===== config.mk =====
export PLATFORM = sky130hd
export DESIGN_NAME = callhs_top
export DESIGN_NICKNAME = d
export VERILOG_FILES = /design/src/rtl/callhs_pkg.sv /design/src/rtl/callhs_adder_callee.sv /design/src/rtl/callhs_caller.sv /design/src/rtl/callhs_top.sv
export SDC_FILE = /design/constraint.sdc
export NUM_CORES = 1
export LEC_CHECK = 0
export ABC_AREA = 0
export BUFFER_PORTS_ARGS = -buffer_cell sky130_fd_sc_hd__buf_2
export CAP_MARGIN = 40
export CORE_MARGIN = 3
export CORE_UTILIZATION = 45
export CTS_CLUSTER_DIAMETER = 50
export DETAILED_ROUTE_END_ITERATION = 10
export GPL_TIMING_DRIVEN = 0
export PLACE_DENSITY = 0.66
export SLEW_MARGIN = 0
export SYNTH_ARGS = -nofsm -noshare
export SYNTH_HDL_FRONTEND = slang
export SYNTH_SLANG_ARGS = --single-unit

===== constraint.sdc =====
create_clock -name clk -period 3 [get_ports clk]
set_clock_uncertainty 0.2 [all_clocks]
set_input_delay 0.15 -clock clk [delete_from_list [all_inputs] [get_ports clk]]
set_output_delay 0.15 -clock clk [all_outputs]
set_load 0.02 [all_outputs]

===== src/rtl/callhs_pkg.sv =====
package callhs_pkg;
  // caller state codes
  localparam int unsigned CR_LOAD_A   = 9;
  localparam int unsigned CR_LOAD_B   = 8;
  localparam int unsigned CR_CALL1    = 7;
  localparam int unsigned CR_WAIT1    = 12;
  localparam int unsigned CR_TAKE1    = 6;
  localparam int unsigned CR_LOAD_C   = 5;
  localparam int unsigned CR_CALL2    = 4;
  localparam int unsigned CR_WAIT2    = 10;
  localparam int unsigned CR_TAKE2    = 3;
  localparam int unsigned CR_MOVE     = 2;
  localparam int unsigned CR_RETURN   = 1;
  localparam int unsigned CR_HALT     = 11;
  // callee state codes
  localparam int unsigned CE_ENTRY    = 2;
  localparam int unsigned CE_COMPUTE  = 1;
  localparam int unsigned CE_IDLE     = 3;
endpackage


===== src/rtl/callhs_adder_callee.sv =====
module callhs_adder_callee #(
  parameter int unsigned DATA_W  = 32,
  parameter int unsigned STATE_W = 32
) (
  input  logic               clk,
  input  logic               rst,
  input  logic               call_rst,
  input  logic [DATA_W-1:0]  arg_p,
  input  logic [DATA_W-1:0]  arg_q,
  output logic               done,
  output logic [DATA_W-1:0]  result,
  output logic [STATE_W-1:0] state
);
  import callhs_pkg::*;

  localparam logic [STATE_W-1:0] S_ENTRY   = STATE_W'(CE_ENTRY);
  localparam logic [STATE_W-1:0] S_COMPUTE = STATE_W'(CE_COMPUTE);
  localparam logic [STATE_W-1:0] S_IDLE    = STATE_W'(CE_IDLE);

  function automatic logic [DATA_W-1:0] add_words(input logic [DATA_W-1:0] x,
                                                  input logic [DATA_W-1:0] y);
    return x + y;
  endfunction

  always_ff @(posedge clk) begin
    if (rst) begin
      state  <= S_IDLE;
      done   <= 1'b0;
      result <= '0;
    end else if (call_rst) begin
      state <= S_ENTRY;
      done  <= 1'b0;
    end else begin
      case (state)
        S_ENTRY: begin
          state <= S_COMPUTE;
          done  <= 1'b0;
        end
        S_COMPUTE: begin
          result <= add_words(arg_p, arg_q);
          done   <= 1'b1;
          state  <= S_IDLE;
        end
        default: begin
          state <= S_IDLE;
          done  <= 1'b0;
        end
      endcase
    end
  end
endmodule


===== src/rtl/callhs_caller.sv =====
module callhs_caller #(
  parameter int unsigned DATA_W  = 32,
  parameter int unsigned STATE_W = 32,
  parameter logic [DATA_W-1:0] OP_A = '0,
  parameter logic [DATA_W-1:0] OP_B = '0,
  parameter logic [DATA_W-1:0] OP_C = '0
) (
  input  logic               clk,
  input  logic               rst,
  input  logic               callee_done,
  input  logic [DATA_W-1:0]  callee_result,
  output logic               callee_rst,
  output logic [DATA_W-1:0]  arg_p,
  output logic [DATA_W-1:0]  arg_q,
  output logic               fin,
  output logic [DATA_W-1:0]  ret,
  output logic [STATE_W-1:0] state
);
  import callhs_pkg::*;

  localparam logic [STATE_W-1:0] S_LOAD_A = STATE_W'(CR_LOAD_A);
  localparam logic [STATE_W-1:0] S_LOAD_B = STATE_W'(CR_LOAD_B);
  localparam logic [STATE_W-1:0] S_CALL1  = STATE_W'(CR_CALL1);
  localparam logic [STATE_W-1:0] S_WAIT1  = STATE_W'(CR_WAIT1);
  localparam logic [STATE_W-1:0] S_TAKE1  = STATE_W'(CR_TAKE1);
  localparam logic [STATE_W-1:0] S_LOAD_C = STATE_W'(CR_LOAD_C);
  localparam logic [STATE_W-1:0] S_CALL2  = STATE_W'(CR_CALL2);
  localparam logic [STATE_W-1:0] S_WAIT2  = STATE_W'(CR_WAIT2);
  localparam logic [STATE_W-1:0] S_TAKE2  = STATE_W'(CR_TAKE2);
  localparam logic [STATE_W-1:0] S_MOVE   = STATE_W'(CR_MOVE);
  localparam logic [STATE_W-1:0] S_RETURN = STATE_W'(CR_RETURN);
  localparam logic [STATE_W-1:0] S_HALT   = STATE_W'(CR_HALT);

  logic [DATA_W-1:0] v_a, v_b, v_s1, v_c, v_s2, v_res;

  always_ff @(posedge clk) begin
    if (rst) begin
      state      <= S_LOAD_A;
      fin        <= 1'b0;
      ret        <= '0;
      callee_rst <= 1'b0;
      arg_p      <= '0;
      arg_q      <= '0;
      v_a        <= '0;
      v_b        <= '0;
      v_s1       <= '0;
      v_c        <= '0;
      v_s2       <= '0;
      v_res      <= '0;
    end else begin
      callee_rst <= 1'b0;
      fin        <= 1'b0;
      case (state)
        S_LOAD_A: begin v_a <= OP_A; state <= S_LOAD_B; end
        S_LOAD_B: begin v_b <= OP_B; state <= S_CALL1; end
        S_CALL1: begin
          arg_p      <= v_a;
          arg_q      <= v_b;
          callee_rst <= 1'b1;
          state      <= S_WAIT1;
        end
        S_WAIT1:  if (callee_done) state <= S_TAKE1;
        S_TAKE1:  begin v_s1 <= callee_result; state <= S_LOAD_C; end
        S_LOAD_C: begin v_c <= OP_C; state <= S_CALL2; end
        S_CALL2: begin
          arg_p      <= v_s1;
          arg_q      <= v_c;
          callee_rst <= 1'b1;
          state      <= S_WAIT2;
        end
        S_WAIT2:  if (callee_done) state <= S_TAKE2;
        S_TAKE2:  begin v_s2 <= callee_result; state <= S_MOVE; end
        S_MOVE:   begin v_res <= v_s2; state <= S_RETURN; end
        S_RETURN: begin ret <= v_res; fin <= 1'b1; state <= S_HALT; end
        default:  state <= S_HALT;
      endcase
    end
  end
endmodule


===== src/rtl/callhs_top.sv =====
module callhs_top #(
  parameter int unsigned DATA_W  = 32,
  parameter int unsigned STATE_W = 32,
  parameter logic [DATA_W-1:0] OP_A = 32'hFFFF_FFF0,
  parameter logic [DATA_W-1:0] OP_B = 32'h0000_0025,
  parameter logic [DATA_W-1:0] OP_C = 32'h0000_0007
) (
  input  logic               clk,
  input  logic               rst,
  output logic [DATA_W-1:0]  ret,
  output logic               fin,
  output logic [STATE_W-1:0] obs_caller_state,
  output logic [STATE_W-1:0] obs_callee_state,
  output logic               obs_call_rst,
  output logic               obs_call_done,
  output logic [DATA_W-1:0]  obs_callee_ret
);
  // internal events as named wires
  logic              call_launch;
  logic              call_return;
  logic [DATA_W-1:0] arg_p;
  logic [DATA_W-1:0] arg_q;
  logic [DATA_W-1:0] callee_sum;

  callhs_caller #(
    .DATA_W(DATA_W), .STATE_W(STATE_W),
    .OP_A(OP_A), .OP_B(OP_B), .OP_C(OP_C)
  ) u_caller (
    .clk(clk), .rst(rst),
    .callee_done(call_return), .callee_result(callee_sum),
    .callee_rst(call_launch), .arg_p(arg_p), .arg_q(arg_q),
    .fin(fin), .ret(ret), .state(obs_caller_state)
  );

  callhs_adder_callee #(
    .DATA_W(DATA_W), .STATE_W(STATE_W)
  ) u_callee (
    .clk(clk), .rst(rst), .call_rst(call_launch),
    .arg_p(arg_p), .arg_q(arg_q),
    .done(call_return), .result(callee_sum), .state(obs_callee_state)
  );

  assign obs_call_rst   = call_launch;
  assign obs_call_done  = call_return;
  assign obs_callee_ret = callee_sum;
endmodule


==> run_results.csv, run 1 <==
group,metric,value,unit
sta,worstMarginPinSlew,844,ps
worst_setup_path,cp-start-kind,"flip-flop",
floorplan,core_area,18100,sq um
sta,fin_tns_setup,0,ps
worst_setup_path,arrival,3060,ps
min_path,hold_start,"u_caller.v_res[31]",
sta,min_period,2850,ps
sta,maxSlewHeadroom,0.433,
clock_network,h-tree-depth,1,
clock_network,clk_path_buf_depth,3,
clock_network,clock-sinks,207,
sta,max_freq,0.351,GHz
min_path,hold_path_depth,2,
worst_setup_path,r2r_slack,150,ps
grt,grt_pass1_vias,6480,
drt,totalWireLength,20.8,mm
sta,min_period_over_period,0.949,
worst_setup_path,reg2reg_from,"u_caller.arg_q[2]",
worst_setup_path,worst-setup-path-type,"reg -> reg",
floorplan,start_util,0.461,
grt,track_usage,0.201,
grt,grt_pass1_wl,33.4,mm
worst_setup_path,cpPeakStageDelay,450,ps
synth,avgSynthCellArea,7.93,sq um
cells_and_area,finish.utilization,0.557,
drt,drtIter0Drc,355,
worst_setup_path,reg2reg_to,"u_callee.result[20]",
synth,synth_cells,1056,
worst_setup_path,path_buf_inv,1,
clock_network,numCtsBuffers,25,
synth,ys_types,46,
power_and_ir_drop,total_leakage_power,3.85,nW
synth,seq_area_frac_synth,0.495,
drt,vias,7187,
worst_setup_path,cp_top_family,"compound AO/OA/AOI/OAI gates",
floorplan,io_pins,133,
sta,drv_slew,0,
power_and_ir_drop,cellPowerDensity,647,nW/um^2
min_path,min_to,"u_caller.ret[31]",
cells_and_area,drive_gt1_frac,0.150,
worst_setup_path,crit_fanout,10,
drt,drcViolationCount,0,
clock_network,path_clk_slew,60,ps
drt,wire_per_inst,14.3,um
placed_design,io_buffers,73,
synth,syn_area,8370,sq um
worst_setup_path,path_cells,"ha_1 -> fa_1 -> a21o_1 -> a41oi_1 -> clkbuf_1 -> nor4_1 -> xnor2_1 -> a211oi_1",
cells_and_area,layout_common_cells,"nand2_1, dfxtp_1, a21oi_1, buf_2, clkbuf_1",
synth,ys_ff_latch,207,
grt,grt_start_max_net_pins,14,
job,max_cap_viol_count,0,
synth,synth_ff_type,"dfxtp_1",
drt,firstDrtPassIters,7,
floorplan,dieArea,20300,sq um
drt,vias_per_cell,4.92,
floorplan,rows,49,
clock_network,cts_tree,"built",
sta,rsz0062_at_grt,"false",
outcome,status,"finished clean",
synth,synth_edf_count,0,
placed_design,place_hpwl,15.6,mm
worst_setup_path,cp.depth,8,
worst_setup_path,critPathRequiredTime,3210,ps
clock_network,cts_root_buffer,"clkbuf_16",
grt,grt-ovfl-total,0,
synth,ys_warn_count,0,
placed_design,place.gp.congestion,0.872,
cells_and_area,mostFrequentLayoutCell,"nand2_1",
grt,antenna_found_initial,0,
cells_and_area,fin_nets,1222,
power_and_ir_drop,p_total,6.54,mW
clock_network,clk_latency,510,ps
power_and_ir_drop,ir_drop,0.385,mV
worst_setup_path,end_kind,"flip-flop",
cells_and_area,area_growth,20.7,%
min_path,hp-class,"reg -> reg",
sta,final-setup-viol-count,0,
synth,synth-async-reset-ratio,0,
drt,ant_nets,0,
cells_and_area,n_antenna_cell,0,
worst_setup_path,rr_worst_depth,8,
floorplan,die_w,142,um
sta,hold_violations,0,
worst_setup_path,slowest_stage,"clkbuf_1",
sta,finalWorstSetupSlack,152,ps
floorplan,die_h,142,um
placed_design,dp_slack,173,ps
==> worst max-delay path by stage <==
stage / startpoint / endpoint / slack, ps
detailed placement: u_caller.state[3] / u_caller.arg_p[17] / 170
global placement: u_caller.state[3] / u_caller.arg_p[17] / 40
CTS: u_caller.state[3] / u_caller.arg_p[17] / 150
finish: u_caller.arg_q[2] / u_callee.result[20] / 150
global route: u_caller.arg_q[2] / u_callee.result[26] / 10
floorplan: u_caller.arg_q[2] / u_callee.result[28] / 580
==> worst register-to-register path, stage by stage, from the launching register on <==
cell	delay [ps]
dfxtp_1	360
ha_1	250
fa_1	420
a21o_1	210
a41oi_1	340
clkbuf_1	450
nor4_1	150
xnor2_1	150
a211oi_1	230
==> flip-flops by register name (all words and copies together), names as in the netlist <==
register	flops
u_callee.state	2
u_caller.ret	32
u_caller.callee_rst	1
u_caller.v_s2	32
u_caller.fin	1
u_caller.v_s1	32
u_caller.arg_q	3
u_caller.state	4
u_caller.v_c	1
u_caller.v_a	1
u_caller.arg_p	32
u_callee.done	1
u_caller.v_res	32
u_callee.result	32
u_caller.v_b	1
==> logic make-up after synthesis <==
logic type      after synthesis  share of synthesized area
flops                       207                      0.495
simple gates                450                      0.227
fa+ha+maj                     5                    0.00837
mux                           1                    0.00120
other cells                   1                   0.000448
buf+inv                     137                     0.0898
xor+xnor                     22                     0.0230
compound gates              233                      0.155
==> what timing repair did <==
action | in CTS | in global routing
setup buffers | 0 | 0
gates resized for setup | 0 | 1
hold buffers | 1 | 0
endpoints found under the setup margin | 0 | 17
hold endpoints to repair | 11 | 0
==> through the flow <==
step | instance area [sq um] | hold WS [ps] | instances
final | 10100 | 250 | 1461
after global routing | 10100 | 264 | 1461
after CTS | 10100 | 252 | 1461
after detailed placement | 9240 | 244 | 1416
after global placement | 9240 | 240 | 1415
after floorplan | 8590 | 200 | 1113
==> synthesized netlist by cell type (6+ instances only) <==
cell | count | area share
xor2_1 | 10 | 0.010
clkbuf_1 | 68 | 0.030
o21ai_0 | 12 | 0.0072
or3_1 | 11 | 0.0082
nor2_1 | 70 | 0.031
nand2_1 | 283 | 0.13
a21oi_1 | 171 | 0.10
a211oi_1 | 21 | 0.019
nand3_1 | 10 | 0.0060
buf_4 | 63 | 0.056
a311oi_1 | 6 | 0.0063
nor3_1 | 33 | 0.020
nand4_1 | 8 | 0.0060
xnor2_1 | 12 | 0.013
nand2b_1 | 7 | 0.0052
dfxtp_1 | 207 | 0.49
==> report_power, final <==
part	internal, mW	switching [mW]	leakage [nW]	total, mW
clock	1.90	1.15	0.415	3.05
sequential	2.80	0.0544	1.67	2.85
combinational	0.202	0.443	1.77	0.645
total	4.90	1.64	3.85	6.54
==> layout make-up <==
| cell class | count | area, sq um |
|---|---|---|
| repair buffers | 75 | 380 |
| inverters | 5 | 18.8 |
| plain buffers | 132 | 733 |
| clock buffers | 34 | 699 |
| well taps | 229 | 287 |
| flip-flops and latches | 207 | 4140 |
| fillers | 1739 | 8040 |
| clock inverters | 10 | 148 |
| multi-input cells | 769 | 3700 |
==> metal layers <==
metal  vias up  part of all wire  global-route usage
met1      3222              0.46               0.269
met3        33             0.048              0.0245
met5         -                 0                   0
met4         0             0.021              0.0460
met2       198              0.48               0.347
li1       3734                 -                   -
Power figures use the tool's default switching activity.
==> run 2, diff against run 1 <==
Settings changed: SETUP_SLACK_MARGIN from default to 0.4.
==> run 2 against run 1 <==
Effect of this change: combinational power up 0.9%; count of clock-buffer cells in the layout unchanged; routed wire length up 0.38%; critical path depth unchanged; fmax up 13%; sequential power about the same; largest power group unchanged.
==> run_results.csv, run 2 (synthesis results as in run 1) <==
group,metric,value,unit
clock_network,clk_path_buf_depth,3,
sta,drv_slew,0,
cells_and_area,layout_common_cells,"nand2_1, dfxtp_1, a21oi_1, buf_2",
clock_network,cts_root_buffer,"clkbuf_16",
min_path,hold_start,"u_caller.ret[18]",
power_and_ir_drop,p_total,6.55,mW
min_path,hold_path_depth,2,
cells_and_area,mostFrequentLayoutCell,"nand2_1",
sta,maxSlewHeadroom,0.534,
worst_setup_path,crit_path_start,"u_caller.arg_q[2]",
grt,antenna_found_initial,0,
power_and_ir_drop,cellPowerDensity,641,nW/um^2
worst_setup_path,rr_worst_depth,8,
sta,rsz0062_at_grt,"true",
clock_network,clock-sinks,207,
cells_and_area,n_antenna_cell,0,
worst_setup_path,crit_fanout,7,
job,max_cap_viol_count,0,
worst_setup_path,reg2reg_from,"u_caller.arg_q[2]",
min_path,hp-class,"reg -> reg",
cells_and_area,area_growth,22.1,%
clock_network,cts_tree,"built",
drt,drcViolationCount,0,
clock_network,path_clk_slew,60,ps
worst_setup_path,critPathRequiredTime,3220,ps
floorplan,core_area,18100,sq um
floorplan,rows,49,
placed_design,place_hpwl,15.6,mm
worst_setup_path,r2r_slack,480,ps
floorplan,io_pins,133,
worst_setup_path,reg2reg_to,"u_callee.result[26]",
worst_setup_path,cp-start-kind,"flip-flop",
placed_design,place.gp.congestion,0.872,
floorplan,die_h,142,um
outcome,status,"finished clean",
drt,firstDrtPassIters,5,
drt,vias,7180,
grt,grt_pass1_vias,6519,
placed_design,dpl_cell_area,9240,sq um
clock_network,clk_latency,510,ps
floorplan,die_w,142,um
sta,min_period,2520,ps
floorplan,dieArea,20300,sq um
grt,track_usage,0.201,
floorplan,start_util,0.461,
power_and_ir_drop,ir_drop,0.385,mV
drt,ant_nets,0,
placed_design,io_buffers,73,
drt,totalWireLength,20.9,mm
power_and_ir_drop,total_leakage_power,3.89,nW
grt,grt_start_max_net_pins,14,
cells_and_area,fin_nets,1227,
sta,hold_slack,250,ps
clock_network,numCtsBuffers,25,
clock_network,h-tree-depth,1,
worst_setup_path,end_kind,"flip-flop",
min_path,min_to,"u_caller.ret[18]",
sta,min_period_over_period,0.841,
cells_and_area,final_area,10200,sq um
grt,grt_pass1_wl,33.6,mm
sta,max_freq,0.397,GHz
worst_setup_path,worst-setup-path-type,"reg -> reg",
drt,wire_per_inst,14.3,um
cells_and_area,drive_gt1_frac,0.165,
sta,worstMarginPinSlew,694,ps
grt,grt-ovfl-total,0,
drt,vias_per_cell,4.90,
sta,fin_tns_setup,0,ps
sta,hold_violations,0,
sta,final-setup-viol-count,0,
worst_setup_path,arrival,2740,ps
drt,drtIter0Drc,279,
-- run 2: cell types whose count changed in the layout (fill, tap and decap cells not counted), sizes merged --
cell,previous run,this run
buf,138,143
-- run 2: worst max-delay path by stage --
stage and to:
6_report u_callee.result[26], 3_3_place_gp u_caller.arg_p[17], 4_1_cts u_callee.result[30], 2_1_floorplan u_callee.result[28], 5_1_grt u_callee.result[30], 3_5_place_dp u_caller.arg_p[17]
-- run 2: through the flow --
step / instances / util / setup WS [ps]
floorplan: 1113 / - / 581
global placement: 1415 / 0.509 / 37.3
detailed placement: 1416 / 0.509 / 173
CTS: 1464 / 0.561 / 411
global route: 1466 / 0.564 / 370
finish: 1466 / 0.564 / 478
-- run 2: report_power, final --
| group | switching [mW] | total [mW] | internal [mW] |
|---|---|---|---|
| registers | 0.0565 | 2.85 | 2.80 |
| logic | 0.448 | 0.651 | 0.203 |
| clock network | 1.15 | 3.05 | 1.90 |
-- run 2: timing repair --
action,in CTS,in global routing
cloned,0,0
resized for setup,14,8
pin swaps,8,4
setup endpoints to repair,33,36
endpoints found under the hold margin,11,0
hold buffers,1,0
buffers inserted,3,2
-- run 2: layout make-up --
cell class,instances,area (sq um)
Multi-Input combinational cell,769,3760
Clock buffer,34,699
Fill cell,1724,7920
Inverter,5,18.8
Timing Repair Buffer,80,418
Clock inverter,10,148
Sequential cell,207,4150
Buffer,132,743
Tap cell,229,287
-- run 2: metal layers --
metal / global-route usage / share of wire
met5: 0 / 0
met4: 0.0460 / 0.021
met3: 0.0245 / 0.049
met2: 0.348 / 0.48
met1: 0.271 / 0.45
-- run 2: worst max-delay path, stage by stage (launching register included) --
cell      delay [ps]
dfxtp_4          380
ha_4             140
fa_2             190
a21o_1           160
a41oi_2          180
or4_4            530
buf_6            140
or3_1            320
a311oi_2         190
